### config.mk
export PLATFORM = sky130hd
export DESIGN_NAME = aging_lru_picker
export DESIGN_NICKNAME = d
export VERILOG_FILES = /design/src/rtl/lru_age_pkg.sv /design/src/rtl/lru_age_ctrl.sv /design/src/rtl/lru_age_datapath.sv /design/src/rtl/aging_lru_picker.sv
export SDC_FILE = /design/constraint.sdc
export NUM_CORES = 1
export LEC_CHECK = 0
export BUFFER_PORTS_ARGS = -buffer_cell sky130_fd_sc_hd__buf_2
export CORE_ASPECT_RATIO = 0.9
export CORE_MARGIN = 10
export CORE_UTILIZATION = 45
export DETAILED_ROUTE_END_ITERATION = 12
export HOLD_SLACK_MARGIN = 0.06
export PLACE_DENSITY_LB_ADDON = 0.25
export RECOVER_POWER = 100
export REMOVE_ABC_BUFFERS = 1
export SKIP_CTS_REPAIR_TIMING = 1
export SLEW_MARGIN = 25
export SYNTH_ARGS = -nofsm -noshare
export SYNTH_HDL_FRONTEND = slang
export SYNTH_SLANG_ARGS = --single-unit
### constraint.sdc
create_clock -name clk -period 5.3 [get_ports clk]
set_input_delay 1.325 -clock clk [delete_from_list [all_inputs] [get_ports clk]]
set_output_delay 1.325 -clock clk [all_outputs]
set_load 0.01 [all_outputs]
### src/rtl/lru_age_pkg.sv
package lru_age_pkg;
  // Strobes from control to datapath
  typedef struct packed {
    logic shiftAll;   // reference event: shift every register
    logic setRef;     // set MSB of referenced frame
    logic loadFill;   // initialise filled frame
    logic capture;    // latch the minimum-tree result
  } ageCtrl_t;
endpackage

### src/rtl/lru_age_ctrl.sv
module lru_age_ctrl
  import lru_age_pkg::*;
(
  input  logic     clk,
  input  logic     rst_n,
  input  logic     refValid,
  input  logic     fillValid,
  input  logic     victimReq,
  output ageCtrl_t ctrl,
  output logic     victimValid
);
  always_comb begin
    ctrl.shiftAll = refValid;
    ctrl.setRef   = refValid;
    ctrl.loadFill = fillValid;
    ctrl.capture  = victimReq;
  end

  always_ff @(posedge clk) begin
    if (!rst_n) victimValid <= 1'b0;
    else        victimValid <= victimReq;
  end
endmodule

### src/rtl/lru_age_datapath.sv
module lru_age_datapath
  import lru_age_pkg::*;
#(
  parameter int NUM_FRAMES = 8,
  parameter int AGE_W      = 8,
  localparam int IDXW      = $clog2(NUM_FRAMES)
) (
  input  logic                        clk,
  input  logic                        rst_n,
  input  ageCtrl_t                    ctrl,
  input  logic [IDXW-1:0]             refFrame,
  input  logic [IDXW-1:0]             fillFrame,
  output logic [IDXW-1:0]             victimFrame,
  output logic [NUM_FRAMES*AGE_W-1:0] ageFlat
);
  localparam int LEAVES = 1 << IDXW;
  localparam int NODES  = 2 * LEAVES - 1;
  localparam logic [AGE_W-1:0] FRESH = {1'b1, {(AGE_W-1){1'b0}}};

  logic [AGE_W-1:0] ageReg [NUM_FRAMES];

  // Per-frame aging registers
  for (genvar f = 0; f < NUM_FRAMES; f++) begin : g_frame
    localparam logic [IDXW-1:0] FIDX = IDXW'(f);
    always_ff @(posedge clk) begin
      if (!rst_n)
        ageReg[f] <= '0;
      else if (ctrl.loadFill && fillFrame == FIDX)
        ageReg[f] <= FRESH;
      else if (ctrl.shiftAll)
        ageReg[f] <= {ctrl.setRef && refFrame == FIDX, ageReg[f][AGE_W-1:1]};
    end
    assign ageFlat[f*AGE_W +: AGE_W] = ageReg[f];
  end

  // Minimum tree: heap layout, leaves at LEAVES-1 .. NODES-1
  logic [AGE_W-1:0] nodeAge [NODES];
  logic [IDXW-1:0]  nodeIdx [NODES];

  for (genvar i = 0; i < LEAVES; i++) begin : g_leaf
    if (i < NUM_FRAMES) begin : g_real
      assign nodeAge[LEAVES-1+i] = ageReg[i];
    end else begin : g_pad
      assign nodeAge[LEAVES-1+i] = '1;
    end
    assign nodeIdx[LEAVES-1+i] = IDXW'(i);
  end

  for (genvar n = 0; n < LEAVES - 1; n++) begin : g_node
    logic pickLeft;
    // left subtree holds lower frame numbers; ties go left
    assign pickLeft   = nodeAge[2*n+1] <= nodeAge[2*n+2];
    assign nodeAge[n] = pickLeft ? nodeAge[2*n+1] : nodeAge[2*n+2];
    assign nodeIdx[n] = pickLeft ? nodeIdx[2*n+1] : nodeIdx[2*n+2];
  end

  always_ff @(posedge clk) begin
    if (!rst_n)            victimFrame <= '0;
    else if (ctrl.capture) victimFrame <= nodeIdx[0];
  end
endmodule

### src/rtl/aging_lru_picker.sv
module aging_lru_picker
  import lru_age_pkg::*;
#(
  parameter int NUM_FRAMES = 8,
  parameter int AGE_W      = 8,
  localparam int IDXW      = $clog2(NUM_FRAMES)
) (
  input  logic            clk,
  input  logic            rst_n,
  input  logic            refValid,
  input  logic [IDXW-1:0] refFrame,
  input  logic            fillValid,
  input  logic [IDXW-1:0] fillFrame,
  input  logic            victimReq,
  output logic            victimValid,
  output logic [IDXW-1:0] victimFrame
);
  ageCtrl_t                    ctrl;
  logic [NUM_FRAMES*AGE_W-1:0] ageFlat;

  lru_age_ctrl u_ctrl (
    .clk         (clk),
    .rst_n       (rst_n),
    .refValid    (refValid),
    .fillValid   (fillValid),
    .victimReq   (victimReq),
    .ctrl        (ctrl),
    .victimValid (victimValid)
  );

  lru_age_datapath #(
    .NUM_FRAMES (NUM_FRAMES),
    .AGE_W      (AGE_W)
  ) u_dp (
    .clk         (clk),
    .rst_n       (rst_n),
    .ctrl        (ctrl),
    .refFrame    (refFrame),
    .fillFrame   (fillFrame),
    .victimFrame (victimFrame),
    .ageFlat     (ageFlat)
  );
endmodule

# --- After elaboration in Yosys (flattened, before gate mapping) ---
# Memories as Yosys holds them, arrays and structs flattened.
# Index checks and enable logic that the tools add are counted.
# W data, S select, Z words.
classes:
  bitwise_logic: 16
  multipliers: 0
  n_lt_le_gt_ge: 7
  div: 0
  add_sub_neg: 0
  n_mux: 79
  shift: 0
  n_reduce_logical: 18
  n_eq_ne: 14
op_table:
  columns: ["op", "n"]
  rows:
  - ["$mux W8", 22]
  - ["$le A8 B8 Y1", 7]
  - ["$mux W1", 54]
  - ["$eq A3 B3 Y1 const B", 8]
  - ["$logic_and A1 B1 Y1", 16]
  - ["$or A1 B1 Y1", 16]
  - ["$eq A3 B2 Y1 const B", 4]
  - ["$eq A3 B1 Y1 const B", 2]
  - ["$logic_not A3 Y1", 2]
  - ["$mux W2", 2]
  - ["$mux W3", 1]
totals:
  n_memories: 1
  mem_bits_ro: 0
  in_bits: 11
  latchBits: 0
  register_bits: 4
  ramBits: 64
  word_cells: 137
  output_inout_bits: 4
mem_list:
  columns: ["memory", "depth", "word_bits", "read_ports", "rd_clocked_by_memory_dff", "wr", "line", "rtl"]
  rows:
  - ["u_dp.ageReg", 8, 8, 8, 0, 8, "lru_age_datapath.sv:20", "logic [AGE_W-1:0] ageReg [NUM_FRAMES];"]

# --- Longest topological paths before layout ---
logic_depth:
  depth_word: 7
  ltp_mapped: 22
  depth_no_buf: 21

# --- By module ---
# A second synthesis with hierarchy kept.
hier_totals:
  hier_cells: 436
  hier_area_um2: 4647.0
modules_own_cells:
  columns: ["module", "cells_each", "instances", "seq_area_each_um2", "area_per_inst_um2"]
  rows:
  - ["lru_age_datapath", 430, 1, 1981.9, 4590.7]
  - ["lru_age_ctrl", 6, 1, 20.0, 56.3]

# --- Worst setup path before layout ---
# No wires, ideal clock.
synth_path:
  path_type: "flip-flop to flip-flop"
  start: "mem u_dp.ageReg[4][2] (netlist: u_dp.ageReg[1][2])"
  end: "reg u_dp.victimFrame[0]"
  setup_ns: 0.122
  period_less_slack_ns: 4.243
  path_buffers: 1
  arrival_time_ns: 4.121
  stages_incl_launch_ff: 20
  path_slack_ns: 1.057
  required_time_ns: 5.178
  path_cell_list: "edfxtp_1 > ha_1 > and4b_1 > a211oi_2 > o22ai_4 > mux2_4 > ha_1 > and4b_1 > a211oi_2 > o22ai_2 > clkbuf_1 > nand2_1 > o21ai_1 > ha_1 > a21oi_1 > nor2_1 > a211oi_1 > a22o_1 > nor3b_1 > a311o_1"
synth_rtl:
  columns: ["item", "line", "rtl"]
  rows:
  - ["start, declared", "lru_age_datapath.sv:20", null]
  - ["end signal, assigned", "lru_age_datapath.sv:59", "else if (ctrl.capture) victimFrame <= nodeIdx[0];"]
  - ["end, declared", "lru_age_datapath.sv:13", "output logic [IDXW-1:0] victimFrame,"]

==> flow_metrics.tcl <==
set metrics [dict create \
    status "completed" \
    nets 518 \
    ys_seq_elements 68 \
    die_x_microns 127 \
    std_cell_rows 35 \
    max_slew_margin 0.190 \
    htree_num_levels 3 \
    max-clock-path-buffers 2 \
    period_minus_slack_ns 4.70 \
    wl_mm 9.79 \
    endpoint_kind "register" \
    yosysWarnings 0 \
    r2r-start "u_dp.ageReg[0][1]$_SDFFCE_PN0P_" \
    cts_made_buffers 9 \
    worstMarginPinSlew_ns 1.20 \
    cp-start-kind "register" \
    synth-async-reset-ratio 0 \
    setup_viol 0 \
    grt_pass1_vias 3212 \
    finalHoldViolCount 0 \
    numPortBuffers 14 \
    drive_gt1_frac 0.0855 \
    syn_avg_cell_area_sq_um 10.8 \
    cts_tree "yes" \
    drv_slew 0 \
    drv_cap 0 \
    final_area_sq_um 5130 \
    max_stage_delay_ns 0.43 \
    drt_first_iter_violations 103 \
    root_buffer "clkbuf_16" \
    core-area_sq_um 10200 \
    peakVddDrop_mv 0.162 \
    synth_area_leaders "edfxtp_1 (41%), ha_1 (15%), mux2i_1 (7.9%)" \
    ant_nets 0 \
    tns_ns 0 \
    clk_pin_slew_ns 0.05 \
    crit_type "register to register" \
    synth.top_cell.area_share 0.412 \
    synth_cell_types 43 \
    initial_core_util 0.459 \
    antenna_found_initial 0 \
    required_ns 5.51 \
    critPathMostFrequentCell "ha_1" \
    yosysSeqAreaShare 0.429 \
    cp_max_fo 8 \
    die_h_microns 117 \
    hold_path_class "register to register" \
    clkLatencyLatePin_ns 0.33 \
    post-synth-top-area-cell "edfxtp_1" \
    min_from "u_dp.ageReg[1][10]$_SDFFCE_PN0P_" \
    vias_per_cell 5.47 \
    r2r-end "u_dp.victimFrame[0]$_SDFFE_PN0P_" \
    cp_cell_sequence "ha_1 > nor2b_1 > o211ai_1 > a21oi_1 > o22ai_1 > buf_4 > mux2i_1 > inv_1 > ha_1 > nor2b_4 > o211ai_2 > a21oi_2 > o21ai_4 > mux2i_1 > ha_1 > a21oi_1 > nor2_1 > a211oi_1 > a22o_1 > nor3b_1 > a311o_1" \
    dp.final_hpwl_mm 7.63 \
    fmax_mhz 213 \
    place_area_sq_um 4880 \
    path_delay_family "compound AO/OA/AOI/OAI gates" \
    slowest_stage "edfxtp_1" \
    hold_depth 1 \
    synth_ff_type "edfxtp_1" \
    grt_pass1_wl_mm 16.5 \
    p_total_mw 1.83 \
    syn_area_sq_um 4660 \
    hold_path_end "u_dp.ageReg[1][9]$_SDFFCE_PN0P_" \
    crit_buf_inv 2 \
    reg2reg_depth 21 \
    fin_worst_skew_ns 0.00565 \
    track_usage 0.139 \
    gr-total-overflow 0 \
    r2r_setup_slack_ns 0.60 \
    area_growth_pct 9.96 \
    crit_arrival_ns 4.92 \
    cts.sinks 68 \
    grt_max_degree 18 \
    drt_first_pass_iters 4 \
    cellPowerDensity_nw_per_um2 356 \
    finalCritPeriodShare 0.887 \
    rsz0062_at_grt "false" \
    gp_congestion 0.906 \
    syn_inst 430 \
    ioPinCount 15 \
    dieArea_sq_um 14800 \
    routedWlPerCell_microns 16.7 \
    diodes 0 \
    vias 3200 \
    synth_enable_flop_cells 64 \
    drc_errors 0 \
    cellLeakagePower_nw 2.20 \
]
[area by class of cell]
class / instances / area [sq um]
clock buffers: 13 / 240
clock inverters: 3 / 13.8
fillers: 920 / 5030
inverters: 43 / 161
multi-input cells: 311 / 2460
flip-flops and latches: 68 / 2000
well taps: 129 / 161
repair buffers: 18 / 87.6
[kinds of logic (layout without fill, tap and decap cells)]
group,Yosys count,after routing,synth area share
buffers and inverters,51,77,0.0443
muxes,45,45,0.0996
adders and majority gates,56,56,0.150
DFF,68,68,0.429
AOI/OAI and AO/OA,69,69,0.102
and+or+nand+nor,141,141,0.174
[synthesized netlist by cell type (7+ instances only)]
cell type / n
inv_1: 43
o21a_1: 8
nand2b_1: 9
mux2i_1: 37
nor3_1: 11
nor2_1: 10
nand2_1: 22
nor2b_1: 7
ha_1: 56
mux2_2: 7
and2_1: 52
edfxtp_1: 64
a21oi_1: 20
o21ai_1: 8
nand4_1: 15
[worst max-delay path by stage]
stage / to / slack, ns / depth (start not counted) / startpoint
floorplan: u_dp.victimFrame[0]$_SDFFE_PN0P_ / 0.82 / 20 / u_dp.ageReg[0][1]$_SDFFCE_PN0P_
global placement: u_dp.victimFrame[0]$_SDFFE_PN0P_ / 0.54 / 18 / u_dp.ageReg[1][23]$_DFFE_PP_
detailed placement: u_dp.victimFrame[0]$_SDFFE_PN0P_ / 0.40 / 18 / u_dp.ageReg[1][18]$_SDFFCE_PN0P_
CTS: u_dp.victimFrame[0]$_SDFFE_PN0P_ / 0.40 / 18 / u_dp.ageReg[1][18]$_SDFFCE_PN0P_
global route: u_dp.victimFrame[0]$_SDFFE_PN0P_ / 0.28 / 19 / u_dp.ageReg[1][29]$_SDFFCE_PN0P_
finish: u_dp.victimFrame[0]$_SDFFE_PN0P_ / 0.60 / 21 / u_dp.ageReg[0][1]$_SDFFCE_PN0P_
[cells in the final DEF (no fill, tap or decap), types with 8 or more instances in the layout]
master     count
and2_0        38
nand2b_1       9
a21oi_1       20
nor2_1        10
o21a_1         8
nand2_1       22
nor3_1        11
inv_1         43
clkbuf_1      12
edfxtp_1      64
mux2i_1       37
ha_1          56
nand4_1       15
and2_1        14
clkbuf_16      9
[registers in the layout (all words and copies together) (netlist names)]
| register | cells |
|---|---|
| u_dp.victimFrame | 3 |
| u_dp.ageReg | 64 |
| u_ctrl.victimValid | 1 |
[power by group]
group	switching (mW)	internal (mW)	leakage (nW)	total [mW]
registers	0.0340	0.635	0.745	0.669
clock network	0.215	0.314	0.125	0.529
logic	0.354	0.275	1.33	0.628
total	0.602	1.22	2.20	1.83
[metal layers]
metal  vias to the layer above  global-route usage  part of all wire
met4                         0              0.0462             0.014
met3                        11              0.0309             0.033
met1                      1533               0.187              0.51
met2                        47               0.216              0.45
met5                         -                   0                 0
li1                       1609                   -                 -
[through the flow]
| step | util | worst slack (ns) | hold WS [ns] | instances |
|---|---|---|---|---|
| after global placement | 0.480 | 0.542 | 0.546 | 569 |
| after global routing | 0.505 | 0.278 | 0.617 | 585 |
| after floorplan | - | 0.819 | 0.541 | 422 |
| after detailed placement | 0.480 | 0.400 | 0.569 | 569 |
| final | 0.505 | 0.596 | 0.582 | 585 |
| after CTS | 0.505 | 0.397 | 0.581 | 585 |
(Power assumes the default switching activity.)
